`config.mk`:
```
export PLATFORM = sky130hd
export DESIGN_NAME = drive_port_ctrl
export DESIGN_NICKNAME = d
export VERILOG_FILES = /design/src/rtl/dpc_pkg.sv /design/src/rtl/dpc_sync.sv /design/src/rtl/dpc_qual_filter.sv /design/src/rtl/dpc_port_seq.sv /design/src/rtl/drive_port_ctrl.sv
export SDC_FILE = /design/constraint.sdc
export NUM_CORES = 1
export LEC_CHECK = 0
export BUFFER_PORTS_ARGS = -buffer_cell sky130_fd_sc_hd__buf_2
export CAP_MARGIN = 10
export CORE_MARGIN = 10
export CORE_UTILIZATION = 60
export DETAILED_ROUTE_END_ITERATION = 16
export PLACE_DENSITY = 0.78
export SLEW_MARGIN = 15
export SYNTH_ARGS = -nofsm -noshare
export SYNTH_HDL_FRONTEND = slang
export SYNTH_SLANG_ARGS = --single-unit
```
`constraint.sdc`:
```
create_clock -name clk -period 2.45 [get_ports clk]
set_input_delay 0 -clock clk [delete_from_list [all_inputs] [get_ports clk]]
set_output_delay 0 -clock clk [all_outputs]
set_load 0.005 [all_outputs]
```
`src/rtl/dpc_pkg.sv`:
```
package dpc_pkg;
  typedef enum logic [2:0] {
    ST_HIZ,
    ST_IDLE,
    ST_WAIT,
    ST_RST,
    ST_RUN
  } port_st_e;
endpackage

```
`src/rtl/dpc_sync.sv`:
```
module dpc_sync #(
  parameter int W = 4,
  parameter logic [W-1:0] RST_VAL = '0
) (
  input  logic         clk,
  input  logic         rst,
  input  logic [W-1:0] d,
  output logic [W-1:0] q
);
  for (genvar i = 0; i < W; i++) begin : g_bit
    logic s1, s2;
    always_ff @(posedge clk) begin
      if (rst) begin
        s1 <= RST_VAL[i];
        s2 <= RST_VAL[i];
      end else begin
        s1 <= d[i];
        s2 <= s1;
      end
    end
    assign q[i] = s2;
  end
endmodule

```
`src/rtl/dpc_qual_filter.sv`:
```
module dpc_qual_filter #(
  parameter int CYC = 750000
) (
  input  logic clk,
  input  logic rst,
  input  logic a,
  output logic q
);
  localparam int CW = $clog2(CYC + 1);
  localparam logic [CW-1:0] LAST = CW'(CYC - 1);

  logic [CW-1:0] cnt;

  always_ff @(posedge clk) begin
    if (rst) begin
      cnt <= '0;
      q   <= 1'b0;
    end else if (!a) begin
      cnt <= '0;
      q   <= 1'b0;
    end else if (!q) begin
      if (cnt == LAST) q <= 1'b1;
      else             cnt <= cnt + 1'b1;
    end
  end

  // deassertion clears the qualified flag on the next edge
  a_r2_clear_at_once: assert property (@(posedge clk) disable iff (rst)
    !a |=> !q);
  // the flag never rises without the input having been asserted
  a_r2_rise_needs_input: assert property (@(posedge clk) disable iff (rst)
    $rose(q) |-> $past(a));
endmodule

```
`src/rtl/dpc_port_seq.sv`:
```
module dpc_port_seq
  import dpc_pkg::*;
#(
  parameter int SETTLE_CYC = 750000,
  parameter int RST_CYC    = 750
) (
  input  logic     clk,
  input  logic     rst,
  input  logic     share,
  input  logic     media_ok,
  input  logic     rdy_q,
  output port_st_e st
);
  localparam int MAXC = (SETTLE_CYC > RST_CYC) ? SETTLE_CYC : RST_CYC;
  localparam int CW = $clog2(MAXC + 1);
  localparam logic [CW-1:0] S_LAST = CW'(SETTLE_CYC - 1);
  localparam logic [CW-1:0] R_LAST = CW'(RST_CYC - 1);

  logic [CW-1:0] cnt;

  always_ff @(posedge clk) begin
    if (rst) begin
      st  <= ST_HIZ;
      cnt <= '0;
    end else if (!share) begin
      st  <= ST_HIZ;
      cnt <= '0;
    end else if (!media_ok || !rdy_q) begin
      st  <= ST_IDLE;
      cnt <= '0;
    end else begin
      case (st)
        ST_HIZ: begin
          st  <= ST_RST;
          cnt <= '0;
        end
        ST_IDLE: begin
          st  <= ST_WAIT;
          cnt <= '0;
        end
        ST_WAIT: begin
          if (cnt == S_LAST) begin
            st  <= ST_RST;
            cnt <= '0;
          end else begin
            cnt <= cnt + 1'b1;
          end
        end
        ST_RST: begin
          if (cnt == R_LAST) begin
            st  <= ST_RUN;
            cnt <= '0;
          end else begin
            cnt <= cnt + 1'b1;
          end
        end
        ST_RUN:  st <= ST_RUN;
        default: st <= ST_HIZ;
      endcase
    end
  end

  // share disable releases the port on the next edge
  a_r6_share_off_releases: assert property (@(posedge clk) disable iff (rst)
    !share |=> st == ST_HIZ);
  // absent media holds the port in forced-zero mode
  a_r8_media_holds_idle: assert property (@(posedge clk) disable iff (rst)
    (share && !media_ok) |=> st == ST_IDLE);
  // the reset pulse is entered only after settle or from release
  a_r3_reset_entry: assert property (@(posedge clk) disable iff (rst)
    (st == ST_RST && $past(st) != ST_RST) |-> ($past(st) == ST_WAIT || $past(st) == ST_HIZ));
  // active mode is entered only from the reset pulse
  a_r5_run_after_reset: assert property (@(posedge clk) disable iff (rst)
    (st == ST_RUN && $past(st) != ST_RUN) |-> $past(st) == ST_RST);
endmodule

```
`src/rtl/drive_port_ctrl.sv`:
```
module drive_port_ctrl
  import dpc_pkg::*;
#(
  parameter int QUAL_CYC   = 750000,
  parameter int SETTLE_CYC = 750000,
  parameter int EJECT_CYC  = 300000,
  parameter int RST_CYC    = 750
) (
  input  logic clk,
  input  logic rst,
  input  logic cfg_rdy_pol,
  input  logic cfg_media_en,
  input  logic cfg_media_pol,
  input  logic rdy_in,
  input  logic media_in,
  input  logic share_en,
  input  logic eject_n,
  input  logic usb_suspend,
  input  logic wake_en,
  output logic drv_oe,
  output logic drv_active,
  output logic drv_rst,
  output logic bus_pu_oe,
  output logic bus_pu_val,
  output logic dplus_pu,
  output logic low_pwr,
  output logic eject_evt,
  output logic wake_req
);
  localparam int NIN = 4;
  // bit order: 3 eject_n, 2 share_en, 1 media_in, 0 rdy_in
  localparam logic [NIN-1:0] SYNC_RST = 4'b1000;

  logic [NIN-1:0] raw_v, syn_v;
  logic rdy_s, media_s, share_s, eject_s;
  logic rdy_a, rdy_q, media_ok_r, ej_q, ej_q_d, eject_d;
  port_st_e st;

  assign raw_v = {eject_n, share_en, media_in, rdy_in};

  dpc_sync #(.W(NIN), .RST_VAL(SYNC_RST)) u_sync (
    .clk(clk), .rst(rst), .d(raw_v), .q(syn_v)
  );

  assign {eject_s, share_s, media_s, rdy_s} = syn_v;
  assign rdy_a = (rdy_s == cfg_rdy_pol);

  dpc_qual_filter #(.CYC(QUAL_CYC)) u_rdy_filt (
    .clk(clk), .rst(rst), .a(rdy_a), .q(rdy_q)
  );

  dpc_qual_filter #(.CYC(EJECT_CYC)) u_ej_filt (
    .clk(clk), .rst(rst), .a(!eject_s), .q(ej_q)
  );

  always_ff @(posedge clk) begin
    if (rst) begin
      media_ok_r <= 1'b0;
      ej_q_d     <= 1'b0;
      eject_evt  <= 1'b0;
      eject_d    <= 1'b1;
      wake_req   <= 1'b0;
    end else begin
      media_ok_r <= !cfg_media_en || (media_s == cfg_media_pol);
      ej_q_d     <= ej_q;
      eject_evt  <= ej_q && !ej_q_d;
      eject_d    <= eject_s;
      wake_req   <= usb_suspend && wake_en && (eject_s != eject_d);
    end
  end

  dpc_port_seq #(.SETTLE_CYC(SETTLE_CYC), .RST_CYC(RST_CYC)) u_seq (
    .clk(clk), .rst(rst), .share(share_s), .media_ok(media_ok_r),
    .rdy_q(rdy_q), .st(st)
  );

  assign drv_oe     = (st != ST_HIZ);
  assign drv_active = (st == ST_RUN);
  assign drv_rst    = (st == ST_RST);
  assign bus_pu_oe  = drv_oe;
  assign bus_pu_val = drv_active;
  assign dplus_pu   = media_ok_r;
  assign low_pwr    = !media_ok_r;

  // an eject event lasts a single cycle
  a_r9_single_event: assert property (@(posedge clk) disable iff (rst)
    eject_evt |=> !eject_evt);
  // a wakeup request needs suspend and permission in the cycle before
  a_r10_wake_needs_enable: assert property (@(posedge clk) disable iff (rst)
    wake_req |-> $past(usb_suspend && wake_en));
  // media absence when enabled removes the D+ pull-up
  a_r8_pullup_drop: assert property (@(posedge clk) disable iff (rst)
    (cfg_media_en && $past(cfg_media_en) && (media_s != cfg_media_pol)
     && $stable(cfg_media_pol)) |=> !dplus_pu);
endmodule

```
==> results of run 1 <==
-- critical path, stage by stage (launching register included) --
cell and delay, ns:
sky130_fd_sc_hd__dfxtp_1 0.39, sky130_fd_sc_hd__or4_1 0.59, sky130_fd_sc_hd__nor4_2 0.32, sky130_fd_sc_hd__a21oi_2 0.26
sky130_fd_sc_hd__o21ai_2 0.37, sky130_fd_sc_hd__o21ai_0 0.16
-- area by class of cell --
cell class / count / area (µm²)
flip-flops and latches: 77 / 1540
multi-input cells: 334 / 2120
fillers: 477 / 1770
clock inverters: 7 / 81.3
inverters: 17 / 63.8
well taps: 75 / 93.8
repair buffers: 37 / 268
clock buffers: 9 / 124
-- synthesized netlist by cell type, drive strengths merged, types with 3 or more instances --
cell type	n	area, µm²
xnor2	20	175
clkbuf	16	60.1
o21ai	14	73.8
inv	16	60.1
xor2	7	61.3
or4	5	41.3
buf	5	30.0
a211oi	3	27.5
nor4b	4	35.0
and2	12	76.3
nand3	19	95.1
nand2	52	195
a31o	7	61.3
o211ai	6	45.0
o221ai	7	61.3
ha	4	50.1
dfxtp	77	1540
a21oi	22	118
mux2i	6	60.1
and3	10	62.6
nor3	9	45.0
nor2	37	139
a2111oi	7	67.6
nor4	8	77.6
o2111ai	3	26.3
nor2b	10	62.6
nand4	16	100
nand2b	5	31.3
and4	7	61.3
or3	9	56.3
-- stage by stage --
stage               utilization (%)  power [mW]  cells  cell area, µm²  setup slack [ns]
floorplan                         -        1.33    449            3810             0.511
CTS                            70.8        2.33    556            4290             0.258
detailed placement             65.7        1.35    530            3980             0.274
global placement               65.7        1.34    530            3980             0.388
global route                   70.8        2.40    556            4290             0.126
finish                         70.8        2.33    556            4290             0.251
-- how the worst min path moves through the flow --
stage | endpoint | slack (ns)
2_1_floorplan | dplus_pu | 0.09
3_3_place_gp | u_sync.g_bit[3].s1 | 0.19
3_5_place_dp | u_sync.g_bit[3].s1 | 0.19
4_1_cts | u_sync.g_bit[3].s1 | 0.35
5_1_grt | eject_evt | 0.40
6_report | eject_evt | 0.39
-- where the power goes --
| part | switching, mW | internal (mW) | total, mW | leakage, nW |
|---|---|---|---|---|
| logic | 0.0310 | 0.0315 | 0.0625 | 0.794 |
| clock network | 0.520 | 0.482 | 1.00 | 0.100 |
| registers | 0.00664 | 1.26 | 1.27 | 0.623 |
-- sequential cells by signal (all words and copies together), names as in the netlist --
name and count:
dplus_pu 1, ej_q_d 1, eject_d 1, eject_evt 1
u_ej_filt.cnt 19, u_ej_filt.q 1, u_rdy_filt.cnt 20, u_rdy_filt.q 1
u_seq.cnt 20, u_seq.st 3, u_sync.g_bit.s1 4, u_sync.g_bit.s2 4
wake_req 1
-- cell families (layout without fill, tap and decap cells) --
kind of cell | count (synthesis) | count (layout)
DFF | 77 | 77
and+or+nand+nor | 214 | 214
buffers and inverters | 38 | 70
xor gates and xnor gates | 27 | 27
muxes | 6 | 6
adders and majority gates | 4 | 4
AOI/OAI and AO/OA | 83 | 83
-- routing by layer --
metal,GRT usage (%),vias to the layer above,routed length [µm]
met2,27.8,96,4010
met5,0,-,0
met3,3.94,15,474
met1,22.0,1537,3860
li1,-,1676,-
met4,7.06,0,148
==> results.cfg, run 1 <==
[clocking]
cts_resized = 0
postCtsSetupRepairBufs = 0
cts-htree-levels = 3
clock_network_latency_to_the_later_pin_of_the_worst_skew_pair_ns = 0.37
cts.reportedPaths.clkPinSlew_ns = 0.09
clockRootBuffer = sky130_fd_sc_hd__clkbuf_8
clock_path_buffers = 2
tritoncts_num_sinks = 77
cts_buffers = 9
cts_hold_buf = 10
tritoncts_clock_tree = built

[global_route]
grt_first_pass_wirelength_um = 14500
grt_max_degree = 22
grt_antenna_before_repair = 0
globalRouteTotalUtil_pct = 17.4
first_global_vias = 3084
global_route.overflow_total = 0

[critical_path]
timing.critical_path.arrival_ns = 2.44
crit_path_end = u_seq.cnt[13]
setup.worst_path.class = flip-flop to flip-flop
crit_path_end_kind = flip-flop
critical_path_peak_fanout = 17
crit-reg2reg-launch = u_seq.cnt[11]
ff2ff_path_depth = 5
critical_path.reg2reg.endpoint = u_seq.cnt[13]
cp.required_ns = 2.69
critical_path.startpoint_type = flip-flop
reg2reg_setup_slack_ns = 0.25
timing.critical_path.from = u_seq.cnt[11]

[layout]
area_growth_pct = 12.5
drive_gt1_share_pct = 13.5
n_antenna_cell = 0
final_common_cell = sky130_fd_sc_hd__dfxtp_1
layout.cells.most_common_list = sky130_fd_sc_hd__dfxtp_1 (77), sky130_fd_sc_hd__nand2_1 (52), sky130_fd_sc_hd__nor2_1 (37)
final_net_count = 491

[floorplanning]
ioPinCount = 20
placeableCoreArea_um2 = 6060
design.die.area_um2 = 9940
start_util_pct = 62.9
dieWidth_um = 99.7
core.rowCount = 28
die_h_um = 99.7

[detailed_routing]
drt_iter0_drc = 239
vias = 3324
detail_route.vias_per_cell = 5.98
wl_per_cell_um = 15.3
detail_route.drc_violations = 0
drt.antenna.violating_nets = 0
detail_route.first_pass.iterations = 5
drt-total-wl_um = 8490

[sta]
finalHoldWorstSlack_ns = 0.391
setup_viol_count_final = 0
hold_viol_final = 0
timing.final.max_slew_violations = 0
slew_headroom_pct = 41.2
tightestPinTransition_ns = 0.880
grt_setup_unrepaired = no
fin_skew_ns = 0.00954
finalCritPeriodShare_pct = 89.8
finalSetupTns_ns = 0
crit_path_time_final_ns = 2.20
achievable-frequency_mhz = 455

[worst_hold_path]
hold_start = ej_q_d
worstHoldPathType = flip-flop to flip-flop
holdPathStages = 1

[flow_run]
max_capacitance_violation_total = 0

[synth]
synth_fp_nets = 464
syn_avg_cell_area_um2 = 8.49
dominant_combinational_cell_family_by_area_after_synthesis = simple AND/OR/NAND/NOR gates
ys_types = 59
seq_area_frac_synth_pct = 40.4
post_synth_instance_area_um2 = 3810
synth_enable_flop_cells = 0
yosys.area_share.adder_pct = 1.31
synth-async-reset-ratio_pct = 0
post_synth_and_or_nand_nor_area_fraction_pct = 30.8
synthXorXnorAreaFrac_pct = 6.20
yosys_warnings = 0
yosys-mux-area-fraction_pct = 1.58
ys.flop_type = sky130_fd_sc_hd__dfxtp_1
syn_inst = 449
compound_gate_fraction_of_synth_area_pct = 15.6
synth_seq_cells = 77

[run_status]
run_status = finished clean

[pwr]
areal_power_density_over_the_cells_nw_per_um2 = 544
worst_ir_drop_vdd_mv = 0.478
leak_pwr_nw = 1.52

[placed_design]
gp_congestion = 0.957
dp_hpwl_um = 5710
port_buffers = 19
Note: power is estimated with default switching activity, not from simulation.
==> run 2, diff against run 1 <==
--- a/config.mk
+++ b/config.mk
@@ -8,9 +8,9 @@
 export BUFFER_PORTS_ARGS = -buffer_cell sky130_fd_sc_hd__buf_2
 export CAP_MARGIN = 10
 export CORE_MARGIN = 10
-export CORE_UTILIZATION = 60
+export CORE_UTILIZATION = 35
 export DETAILED_ROUTE_END_ITERATION = 16
-export PLACE_DENSITY = 0.78
+export PLACE_DENSITY = 0.51
 export SLEW_MARGIN = 15
 export SYNTH_ARGS = -nofsm -noshare
 export SYNTH_HDL_FRONTEND = slang
==> constraint.sdc (replaced) <==
create_clock -name clk -period 2.45 [get_ports clk]
set_input_delay 0.245 -clock clk [delete_from_list [all_inputs] [get_ports clk]]
set_output_delay 0.245 -clock clk [all_outputs]
set_load 0.005 [all_outputs]
==> results.cfg, run 2 (same netlist as run 1, synthesis figures left out) <==
[sta]
grt_setup_unrepaired = no
crit_path_time_final_ns = 2.19
hold_viol_final = 0
layout_setup_ws_ns = 0.261
tightestPinTransition_ns = 0.885
finalSetupTns_ns = 0
achievable-frequency_mhz = 457
finalCritPeriodShare_pct = 89.4
finalHoldWorstSlack_ns = 0.0594
setup_viol_count_final = 0
timing.final.max_slew_violations = 0
fin_skew_ns = 0.0105
slew_headroom_pct = 40.9

[global_route]
global_route_met2_usage_pct = 17.7
grt_util_met1_pct = 14.8
grt_antenna_before_repair = 0
gr-max-usage-layer = met2
grt_max_degree = 22
globalRouteTotalUtil_pct = 11.3
grt_first_pass_wirelength_um = 15100
global_route.overflow_total = 0
grt_util_met3_pct = 2.04
first_global_vias = 3072

[pwr]
power.clock.fraction_pct = 39.3
netSwitchingPower_mw = 0.526
sw_frac_of_total_pct = 24.1
leak_pwr_nw = 1.49
worst_ir_drop_vdd_mv = 0.238
areal_power_density_over_the_cells_nw_per_um2 = 510
combinational_group_share_of_total_power_pct = 2.4
intPower_mw = 1.65
seq_power_share_pct = 58.3
fin_total_pwr_mw = 2.18

[detailed_routing]
wl_per_cell_um = 14.1
drt-total-wl_um = 8700
detail_route.vias_per_cell = 5.14
drt_iter0_drc = 180
detail_route.first_pass.iterations = 4
detail_route.drc_violations = 0
vias = 3175
drt.antenna.violating_nets = 0

[clocking]
tritoncts_num_sinks = 77
cts_hold_buf = 0
cts_buffers = 9
tritoncts_clock_tree = built
postCtsSetupRepairBufs = 0
cts-htree-levels = 3
cts.reportedPaths.clkPinSlew_ns = 0.09
cts_resized = 0
clock_path_buffers = 2
clockRootBuffer = sky130_fd_sc_hd__clkbuf_8
clock_network_latency_to_the_later_pin_of_the_worst_skew_pair_ns = 0.35

[floorplanning]
ioPinCount = 20
start_util_pct = 35.5
core.rowCount = 38
dieWidth_um = 124
placeableCoreArea_um2 = 10700
design.die.area_um2 = 15500
die_h_um = 124

[run_status]
run_status = finished clean

[placed_design]
detailed_place.area_um2 = 4110
dp_hpwl_um = 6200
port_buffers = 19
post-place-ws_ns = 0.256
gp_congestion = 0.843
place_inst = 602

[layout]
post-route-util_pct = 39.8
final_common_cell = sky130_fd_sc_hd__dfxtp_1
final_net_count = 488
largest_registers = u_rdy_filt.cnt x20, u_seq.cnt x20, u_ej_filt.cnt x19
drive_gt1_share_pct = 14.9
n_antenna_cell = 0
final_cell_area_excluding_filler_cells_um2 = 4270
layout.cells.most_common_list = sky130_fd_sc_hd__dfxtp_1 (77), sky130_fd_sc_hd__nand2_1 (52), sky130_fd_sc_hd__nor2_1 (37)
area_growth_pct = 12.1
final_cells = 618

[critical_path]
setup.worst_path.class = flip-flop to flip-flop
timing.critical_path.arrival_ns = 2.41
cp.required_ns = 2.68
critical_path_peak_fanout = 17
worst_path_largest_cell_delay_ns = 0.58
critical_path.startpoint_type = flip-flop
crit_chain = or4_1 > nor4_2 > a21oi_2 > o21ai_2 > o21ai_0
crit_path_end_kind = flip-flop
timing.critical_path.slowest_stage_cell = sky130_fd_sc_hd__or4_1

[worst_hold_path]
worstHoldPathType = primary input to flip-flop

[flow_run]
max_capacitance_violation_total = 0
==> run 2: power by group through the flow <==
stage	Combinational, mW	Clock, mW	Sequential (mW)
finish	0.0522	0.856	1.27
global route	0.0598	0.943	1.27
CTS	0.0543	0.888	1.27
detailed placement	0.0542	0	1.30
global placement	0.0535	0	1.30
floorplan	0.0309	0	1.30
==> run 2: worst paths after layout <==
path | slack [ns] | startpoint | depth (start not counted) | to
worst max-delay path | 0.26 | u_seq.cnt[11] | 5 | u_seq.cnt[19]
worst min-delay path | 0.06 | cfg_media_en | 2 | dplus_pu
worst max register to register | 0.26 | u_seq.cnt[11] | 5 | u_seq.cnt[19]
worst min register to register | 0.39 | ej_q_d | 1 | eject_evt
==> run 2: metal layers <==
layer / vias to the layer above / part of all wire [%]
met1: 1451 / 49
met4: 0 / 1.5
met5: - / 0
met3: 8 / 3.0
li1: 1675 / -
met2: 41 / 46
==> run 2: final cells by class <==
class | instances | area, µm²
tap | 140 | 175
timing repair buffer | 34 | 208
inverter | 17 | 63.8
sequential | 77 | 1540
clock buffer | 10 | 128
multi-input combinational | 334 | 2120
clock inverter | 6 | 40.0
fill | 1132 | 6470
==> run 2: worst max-delay path, delay by kind of cell, from the launching register on <==
| kind | cells | cell delay (ns) |
|---|---|---|
| and+or+nand+nor | 2 | 0.89 |
| DFF | 1 | 0.38 |
| AOI/OAI and AO/OA | 3 | 0.79 |
